===== src/rtl/fbs_pkg.sv =====
package fbs_pkg;

  typedef enum logic [1:0] {
    ALN_FREE  = 2'b00,
    ALN_SNAP  = 2'b01,
    ALN_SLIDE = 2'b10,
    ALN_FREE2 = 2'b11
  } aln_mode_e;

  // True when the counter value sampled at a reference pulse is
  // within one cycle of the frame boundary.
  function automatic logic phase_in_window(input int unsigned c,
                                           input int unsigned len);
    return (c == 0) || (c == 1) || (c == len - 1);
  endfunction

  // Next counter value: snap load wins, then wrap, then skip of count 1.
  function automatic int unsigned count_next(input int unsigned c,
                                             input int unsigned len,
                                             input logic        load_one,
                                             input logic        skip_one);
    if (load_one)                return 1;
    else if (c == len - 1)       return 0;
    else if (skip_one && c == 0) return 2;
    else                         return c + 1;
  endfunction

endpackage


===== src/rtl/fbs_frame_ctr.sv =====
module fbs_frame_ctr #(
  parameter int LEN = 8192,
  parameter int CW  = $clog2(LEN)
) (
  input  logic          clk,
  input  logic          rst,
  input  logic          load_one,
  input  logic          skip_req,
  output logic [CW-1:0] cnt,
  output logic          fp,
  output logic          skip_taken
);
  import fbs_pkg::*;

  localparam logic [CW-1:0] LAST = CW'(LEN - 1);

  logic [CW-1:0] cnt_nxt;

  assign skip_taken = skip_req && (cnt == '0) && !load_one;
  assign cnt_nxt    = CW'(count_next(32'(cnt), 32'(LEN), load_one, skip_taken));

  always_ff @(posedge clk) begin
    if (rst) begin
      cnt <= '0;
      fp  <= 1'b0;
    end else begin
      cnt <= cnt_nxt;
      fp  <= !load_one && (cnt == LAST);
    end
  end

  p_cnt_range_r2: assert property (@(posedge clk) disable iff (rst)
    cnt <= LAST);

  p_fp_width_r2: assert property (@(posedge clk) disable iff (rst)
    fp |=> !fp);

  p_jump_two_r4: assert property (@(posedge clk) disable iff (rst)
    (cnt == CW'(2)) |-> ($past(cnt) == CW'(1) || $past(cnt) == '0));

  p_snap_one_r6: assert property (@(posedge clk) disable iff (rst)
    load_one |=> (cnt == CW'(1)));

endmodule


===== src/rtl/fbs_phase_meas.sv =====
module fbs_phase_meas #(
  parameter int LEN = 8192,
  parameter int CW  = $clog2(LEN)
) (
  input  logic [CW-1:0] cnt,
  input  logic          ref_fp,
  output logic          meas_evt,
  output logic          in_win
);
  import fbs_pkg::*;

  assign meas_evt = ref_fp;
  assign in_win   = phase_in_window(32'(cnt), 32'(LEN));

endmodule


===== src/rtl/fbs_align_ctrl.sv =====
module fbs_align_ctrl (
  input  logic       clk,
  input  logic       rst,
  input  logic       meas_evt,
  input  logic       in_win,
  input  logic [1:0] mode,
  input  logic       en,
  input  logic       skip_taken,
  output logic       snap_req,
  output logic       skip_req,
  output logic       aligned,
  output logic       slide_act
);
  import fbs_pkg::*;

  logic pend;
  logic slide_dec;

  assign slide_dec = meas_evt && en && (mode == ALN_SLIDE) && !in_win;
  assign snap_req  = meas_evt && en && (mode == ALN_SNAP)  && !in_win;
  assign skip_req  = pend && !meas_evt;

  always_ff @(posedge clk) begin
    if (rst) begin
      pend      <= 1'b0;
      aligned   <= 1'b0;
      slide_act <= 1'b0;
    end else if (meas_evt) begin
      aligned   <= in_win;
      slide_act <= slide_dec;
      pend      <= slide_dec;
    end else if (skip_taken) begin
      pend      <= 1'b0;
    end
  end

  p_flags_excl_r5: assert property (@(posedge clk) disable iff (rst)
    !(slide_act && aligned));

  p_disabled_quiet_r8: assert property (@(posedge clk) disable iff (rst)
    (meas_evt && !en) |=> !slide_act);

  p_skip_needs_pend_r10: assert property (@(posedge clk) disable iff (rst)
    skip_taken |-> pend);

endmodule


===== src/rtl/frame_bit_slider.sv =====
module frame_bit_slider #(
  parameter  int FRAME_LEN = 8192,
  localparam int CW        = $clog2(FRAME_LEN)
) (
  input  logic          clk,
  input  logic          rst,
  input  logic          ref_fp_i,
  input  logic [1:0]    mode_i,
  input  logic          align_en_i,
  output logic          fp_o,
  output logic [CW-1:0] cnt_o,
  output logic          aligned_o,
  output logic          slide_act_o
);

  logic snap_req;
  logic skip_req;
  logic skip_taken;
  logic meas_evt;
  logic in_win;

  fbs_frame_ctr #(.LEN(FRAME_LEN), .CW(CW)) u_ctr (
    .clk        (clk),
    .rst        (rst),
    .load_one   (snap_req),
    .skip_req   (skip_req),
    .cnt        (cnt_o),
    .fp         (fp_o),
    .skip_taken (skip_taken)
  );

  fbs_phase_meas #(.LEN(FRAME_LEN), .CW(CW)) u_meas (
    .cnt      (cnt_o),
    .ref_fp   (ref_fp_i),
    .meas_evt (meas_evt),
    .in_win   (in_win)
  );

  fbs_align_ctrl u_ctrl (
    .clk        (clk),
    .rst        (rst),
    .meas_evt   (meas_evt),
    .in_win     (in_win),
    .mode       (mode_i),
    .en         (align_en_i),
    .skip_taken (skip_taken),
    .snap_req   (snap_req),
    .skip_req   (skip_req),
    .aligned    (aligned_o),
    .slide_act  (slide_act_o)
  );

  p_fp_at_zero_r2: assert property (@(posedge clk) disable iff (rst)
    fp_o |-> (cnt_o == '0));

endmodule


===== config.mk =====
export PLATFORM = sky130hd
export DESIGN_NAME = frame_bit_slider
export DESIGN_NICKNAME = d
export VERILOG_FILES = /design/src/rtl/fbs_pkg.sv /design/src/rtl/fbs_frame_ctr.sv /design/src/rtl/fbs_phase_meas.sv /design/src/rtl/fbs_align_ctrl.sv /design/src/rtl/frame_bit_slider.sv
export SDC_FILE = /design/constraint.sdc
export NUM_CORES = 1
export LEC_CHECK = 0
export BUFFER_PORTS_ARGS = -buffer_cell sky130_fd_sc_hd__buf_2
export CAP_MARGIN = 20
export CORE_MARGIN = 4
export CORE_UTILIZATION = 40
export DETAILED_ROUTE_END_ITERATION = 12
export GPL_TIMING_DRIVEN = 0
export PLACE_DENSITY_LB_ADDON = 0.05
export SKIP_LAST_GASP = 1
export SLEW_MARGIN = 20
export SYNTH_ARGS = -nofsm -noshare
export SYNTH_HDL_FRONTEND = slang
export SYNTH_SLANG_ARGS = --single-unit

===== constraint.sdc =====
create_clock -name clk -period 2 [get_ports clk]
set_input_delay 0.1 -clock clk [delete_from_list [all_inputs] [get_ports clk]]
set_output_delay 0.1 -clock clk [all_outputs]
set_load 0.02 [all_outputs]

==> qor.yml, run 1 <==
floorplanning:
  die_w_um: 56.3
  boundaryPins: 22
  initial_core_util_pct: 42.3
  die_h_um: 56.3
  die-area_um2: 3170
  num_rows: 17
  core_area_um2: 2210
global_route:
  grt_pass1_wl_um: 4080
  grtUsageTotal_pct: 16.4
  overflow: 0
  antenna_found_initial: 0
  grt_pass1_vias: 857
  grt_start_max_net_pins: 11
power:
  internal_power_mw: 0.473
  pwr-share-seq_pct: 54.6
  cellPowerDensity_nw_per_um2: 510
  power_frac_clock_pct: 28.3
  p_comb_share_pct: 17.0
  p_sw_share_pct: 26.9
  p_leak_nw: 0.527
  switchingPower_mw: 0.174
  vdd_drop_max_uv: 332
timing:
  maxSlewHeadroom_pct: 76.8
  layout_min_cycle_time_ns: 2.13
  period_share_pct: 107
  finalSetupViolations: 16
  rsz0062_at_grt: "yes"
  drv_slew: 0
  fin_ws_ns: -0.135
  fmax_mhz: 468
  worst_slew_pin_slew_ns: 0.346
  finalSetupTns_ns: -1.50
  hold_viol: 0
  fin_skew_ns: 0.00407
worst_setup_path:
  r2r_cells: 5
  r2r-start: "u_ctr.cnt[3]"
  crit_chain: "or4_4 -> or4_4 -> o2111a_2 -> buf_8 -> nor4b_2"
  path_max_fanout: 10
  reg2reg_setup_slack_ns: -0.13
  r2r_end: "u_ctr.cnt[9]"
  end_kind: "flop"
  max_stage_delay_ns: 0.53
  slowest_stage: "or4_4"
  cp.required_ns: 2.20
  crit_path_start_kind: "flop"
  crit_path_frequent_cell: "or4_4"
  crit_type: "reg -> reg"
  arrival_ns: 2.34
clock_network:
  clock_latency_ns: 0.29
  clkTransAtPathRegs_ns: 0.10
  cts_tree: "built"
  numCtsBuffers: 3
  h-tree-depth: 1
  holdBufCountCts: 0
  cts_sinks: 17
  cts_root_buffer: "clkbuf_4"
  cts_buffer_depth: 2
logic_synthesis:
  synth_mux_area_share_pct: 0
  avgSynthCellArea_um2: 9.44
  synth-xor-area-share_pct: 10.3
  netlist_area_um2: 935
  synth-simple-area-share_pct: 37.5
  synth_top_family_by_area: "simple AND/OR/NAND/NOR gates"
  synth_cell_types: 35
  ys_warn_count: 0
  synthAdderAreaFrac_pct: 4.02
  synth_seq_cells: 17
  synthCells: 99
  seq_area_frac_synth_pct: 36.4
  synth-compound-area-share_pct: 7.63
  syn_nets: 108
drt:
  dr.pass1.iters: 4
  via_per_inst: 5.38
  antenna_violating_nets_post_route: 0
  wl_per_cell_um: 14.6
  dr.first_iter.drc_count: 21
  num_vias: 861
  drt_drc_violations_left: 0
  drt_wl_total_um: 2340
cells_and_area:
  diodes: 0
  finalNetCount: 142
  design_area_um2: 1270
  layout-area-overhead-vs-synth_pct: 35.9
  drive_gt1_share_pct: 42.4
job:
  drv_cap: 0
min_path:
  hp-class: "in -> reg"
  worstHoldStart: "rst"
  hold_depth: 2
  hold_end: "u_ctr.fp"
place:
  port_buffers: 21
  dpl_cell_area_um2: 1090
  hpwl_um: 1580
  gp_congestion: 0.755
  place_ws_ns: -0.156
status:
  violations: "negative setup slack"
  status: "complete, but fails checks"
## registers in the layout, indices dropped and copies added, names as in the netlist
signal,count
u_ctr.cnt,13
u_ctr.fp,1
u_ctrl.aligned,1
u_ctrl.pend,1
u_ctrl.slide_act,1
## how the worst max path moves through the flow
stage,slack (ns),start,to,cells past startpoint
CTS,-0.13,u_ctr.cnt[3],u_ctr.cnt[9],5
detailed placement,-0.16,u_ctr.cnt[3],u_ctr.cnt[10],5
floorplan,-0.07,u_ctr.cnt[3],u_ctr.cnt[12],5
global route,-0.20,u_ctr.cnt[3],u_ctr.cnt[12],5
finish,-0.13,u_ctr.cnt[3],u_ctr.cnt[9],5
global placement,-0.13,u_ctr.cnt[3],u_ctr.cnt[12],5
## cell type report
class | instances | area [um2]
sequential | 17 | 348
inverter | 4 | 15.0
fill | 214 | 942
timing repair buffer | 29 | 179
tap | 28 | 35.0
clock buffer | 4 | 26.3
buffer | 4 | 31.3
multi-input combinational | 74 | 636
## power groups by stage
stage	clock, mW	sequential, mW	combinational (mW)
after floorplan	0	0.372	0.0490
after global placement	0	0.363	0.0865
after detailed placement	0	0.363	0.0876
after CTS	0.195	0.354	0.0992
after global routing	0.205	0.355	0.123
final	0.183	0.354	0.110
## through the flow
step	instances	hold slack [ns]	total power, mW	utilization (%)
after floorplan	99	0.171	0.421	-
after global placement	148	0.384	0.449	49.1
after detailed placement	148	0.386	0.451	49.1
after CTS	157	0.0686	0.648	54.0
after global routing	160	0.103	0.683	57.4
final	160	0.0988	0.647	57.4
## worst max-delay path, delay by kind of cell, from the launching register on
| family | cells | cell delay [ns] |
|---|---|---|
| DFF | 1 | 0.35 |
| and+or+nand+nor | 3 | 1.21 |
| buffers and inverters | 1 | 0.16 |
| AOI/OAI and AO/OA | 1 | 0.32 |
## cell usage in the layout (no fill, tap or decap), types with 3 or more instances in the layout
| cell | synthesis | final |
|---|---|---|
| buf_2 | 1 | 22 |
| buf_4 | 0 | 6 |
| clkbuf_4 | 0 | 3 |
| dfxtp_1 | 17 | 15 |
| ha_1 | 3 | 3 |
| inv_1 | 4 | 4 |
| nand2_1 | 7 | 7 |
| nand3_1 | 6 | 6 |
| nor2_1 | 4 | 4 |
| nor3_1 | 5 | 5 |
| nor4b_2 | 4 | 4 |
| nor4b_4 | 0 | 3 |
| xnor2_1 | 7 | 7 |
| xor2_1 | 4 | 4 |
## synth_stat cells
cell type  count  area (um2)
a21oi_1        2        10.0
a41oi_1        1        8.76
and3_1         1        6.26
and4_1         2        17.5
buf_2          1        5.00
buf_6          1        11.3
clkbuf_1       2        7.51
dfxtp_1       17         340
ha_1           3        37.5
inv_1          4        15.0
nand2_1        7        26.3
nand3_1        6        30.0
nand3b_1       1        7.51
nand4_1        2        12.5
nor2_1         4        15.0
nor2b_1        2        12.5
nor3_1         5        25.0
nor3b_1        2        15.0
nor4_1         3        18.8
nor4_2         1        12.5
nor4b_1        3        26.3
nor4b_2        4        60.1
o2111a_2       1        12.5
o211a_1        1        10.0
o211ai_1       1        7.51
o21a_1         1        7.51
o31ai_1        2        15.0
or2_2          2        12.5
or3_1          1        6.26
or3b_2         2        17.5
or4_1          1        7.51
or4_4          1        11.3
or4b_2         1        10.0
xnor2_1        7        61.3
xor2_1         4        35.0
## layer usage
| metal | global-route usage [%] | up-vias | wire (um) |
|---|---|---|---|
| met1 | 19.8 | 413 | 1100 |
| met4 | 3.73 | 0 | 14 |
| met3 | 4.60 | 2 | 79 |
| met2 | 28.5 | 14 | 1140 |
| met5 | 0 | - | 0 |
| li1 | - | 432 | - |
## cells by family (layout without fill, tap and decap cells)
| family | Yosys count | in the layout |
|---|---|---|
| xor gates and xnor gates | 11 | 11 |
| and+or+nand+nor | 51 | 51 |
| DFF | 17 | 17 |
| buffers and inverters | 8 | 41 |
| adders and majority gates | 3 | 3 |
| AOI/OAI and AO/OA | 9 | 9 |
## what timing repair did
item | 4_1_cts | 5_1_grt
gates cloned | 1 | 0
setup buffers | 4 | 3
pin swaps | 1 | 3
gates resized for setup | 9 | 8
endpoints found under the setup margin | 13 | 15
No activity file was read; power rests on OpenSTA's default activity.
==> inputs of run 2 (changes only) <==
--- a/config.mk
+++ b/config.mk
@@ -8,7 +8,7 @@
 export BUFFER_PORTS_ARGS = -buffer_cell sky130_fd_sc_hd__buf_2
 export CAP_MARGIN = 20
 export CORE_MARGIN = 4
-export CORE_UTILIZATION = 40
+export CORE_UTILIZATION = 50
 export DETAILED_ROUTE_END_ITERATION = 12
 export GPL_TIMING_DRIVEN = 0
 export PLACE_DENSITY_LB_ADDON = 0.05
==> constraint.sdc (replaced) <==
create_clock -name clk -period 2.01 [get_ports clk]
set_input_delay 0.1005 -clock clk [delete_from_list [all_inputs] [get_ports clk]]
set_output_delay 0.1005 -clock clk [all_outputs]
set_load 0.02 [all_outputs]
==> run 2 against run 1 <==
The flow still finishes with violations (negative setup slack); register-to-register slack improved by 0.04 ns; worst setup slack improved by 0.037 ns; highest routed layer unchanged; combinational power decreased by 6%; critical path type unchanged.
==> qor.yml, run 2 (synthesis results as in run 1) <==
drt:
  via_per_inst: 5.68
  antenna_violating_nets_post_route: 0
  wl_per_cell_um: 13.9
  dr.first_iter.drc_count: 9
  dr.pass1.iters: 4
  num_vias: 880
  drt_drc_violations_left: 0
  drt_wl_total_um: 2160
clock_network:
  cts_tree: "built"
  clock_latency_ns: 0.30
  numCtsBuffers: 3
  cts_root_buffer: "clkbuf_4"
  cts_buffer_depth: 2
  cts_sinks: 17
  clkTransAtPathRegs_ns: 0.10
  holdBufCountCts: 0
  h-tree-depth: 1
worst_setup_path:
  cp.required_ns: 2.23
  crit_path_start_kind: "flop"
  arrival_ns: 2.32
  startpoint: "u_ctr.cnt[3]"
  path_max_fanout: 10
  r2r_cells: 5
  endpoint: "u_ctr.cnt[12]"
  crit_type: "reg -> reg"
  r2r_end: "u_ctr.cnt[12]"
  end_kind: "flop"
  r2r-start: "u_ctr.cnt[3]"
  reg2reg_setup_slack_ns: -0.1
timing:
  worst_slew_pin_slew_ns: 0.370
  hold_viol: 0
  finalSetupTns_ns: -1.07
  rsz0062_at_grt: "yes"
  layout_min_cycle_time_ns: 2.11
  fin_ws_ns: -0.0975
  maxSlewHeadroom_pct: 75.1
  fin_skew_ns: 0.00669
  drv_slew: 0
  period_share_pct: 105
  fmax_mhz: 475
  finalSetupViolations: 16
power:
  p_leak_nw: 0.503
  cellPowerDensity_nw_per_um2: 536
  vdd_drop_max_uv: 396
place:
  hpwl_um: 1450
  port_buffers: 21
  gp_congestion: 0.819
  place_ws_ns: -0.127
status:
  violations: "negative setup slack"
  status: "complete, but fails checks"
global_route:
  antenna_found_initial: 0
  grt_start_max_net_pins: 11
  grt_pass1_vias: 805
  overflow: 0
  grt_pass1_wl_um: 3730
  grtUsageTotal_pct: 18.9
floorplanning:
  core_area_um2: 1750
  die_w_um: 51.2
  initial_core_util_pct: 53.5
  die-area_um2: 2630
  die_h_um: 51.2
  num_rows: 15
  boundaryPins: 22
job:
  drv_cap: 0
cells_and_area:
  utilization_pct: 68.6
  drive_gt1_share_pct: 40.0
  diodes: 0
  final_common_cell: "buf_2"
  final_cell_mix: "21 x buf_2, 14 x dfxtp_1, 7 x nand2_1, 7 x xnor2_1, 6 x nand3_1"
  largest_register_ffs: 13
  layout-area-overhead-vs-synth_pct: 28.1
  finalNetCount: 140
  top_register: "u_ctr.cnt"
min_path:
  hp-class: "in -> reg"
==> run 2: cell count changes in the layout (fill, tap and decap cells not counted) <==
cell	delta
clkinv_2	+1
buf_4	-1
dfxtp_2	+1
buf_12	-1
buf_6	+1
or3_1	+1
buf_2	-1
dfxtp_1	-1
clkbuf_1	-1
nor4b_4	-3
nor4b_1	+3
or3_4	-1
==> run 2: how the worst min path moves through the flow <==
stage                     startpoint             to  slack (ns)  cells past startpoint
after floorplan                  rst  u_ctr.cnt[12]        0.17                      1
after global placement           rst       u_ctr.fp        0.37                      2
after detailed placement         rst       u_ctr.fp        0.38                      2
after CTS                        rst  u_ctr.cnt[12]        0.06                      2
after global routing             rst  u_ctr.cnt[12]        0.07                      2
final                            rst  u_ctr.cnt[12]        0.07                      2
==> run 2: stage by stage <==
step | std cells | total power [mW] | hold slack, ns | cell area [um2]
final | 155 | 0.642 | 0.0669 | 1200
after global routing | 155 | 0.671 | 0.0706 | 1200
after CTS | 154 | 0.643 | 0.0628 | 1160
after detailed placement | 145 | 0.448 | 0.376 | 1080
after global placement | 145 | 0.446 | 0.374 | 1080
after floorplan | 99 | 0.419 | 0.172 | 946
==> run 2: layout make-up <==
cell class	instances	area, um2
Fill cell	168	548
Sequential cell	17	349
Buffer	4	35.0
Timing Repair Buffer	27	154
Clock inverter	1	5.00
Clock buffer	3	22.5
Multi-Input combinational cell	74	586
Tap cell	25	31.3
Inverter	4	15.0
==> run 2: critical path, stage by stage, from the launching register on <==
cell	delay [ns]
dfxtp_4	0.36
or4_4	0.54
or4_4	0.43
o2111a_2	0.30
buf_8	0.16
nor4_4	0.23
==> run 2: per-layer routing <==
layer	part of all wire, %	wire, um	global-route usage (%)
met4	1.9	41	8.73
met2	46	1000	30.9
met5	0	0	0
met1	47	1010	24.3
met3	5.0	107	2.92
==> run 2: power breakdown <==
group	internal, mW	switching [mW]	total [mW]	leakage (nW)
clock	0.0742	0.113	0.187	0.0177
sequential	0.344	0.00827	0.352	0.140
combinational	0.0448	0.0579	0.103	0.345
total	0.463	0.179	0.642	0.503
==> run 2: repair_timing <==
item,in CTS,in global routing
endpoints found under the setup margin,13,16
pin swaps,1,0
buffers inserted,4,1
gates resized for setup,7,6
cloned,1,0
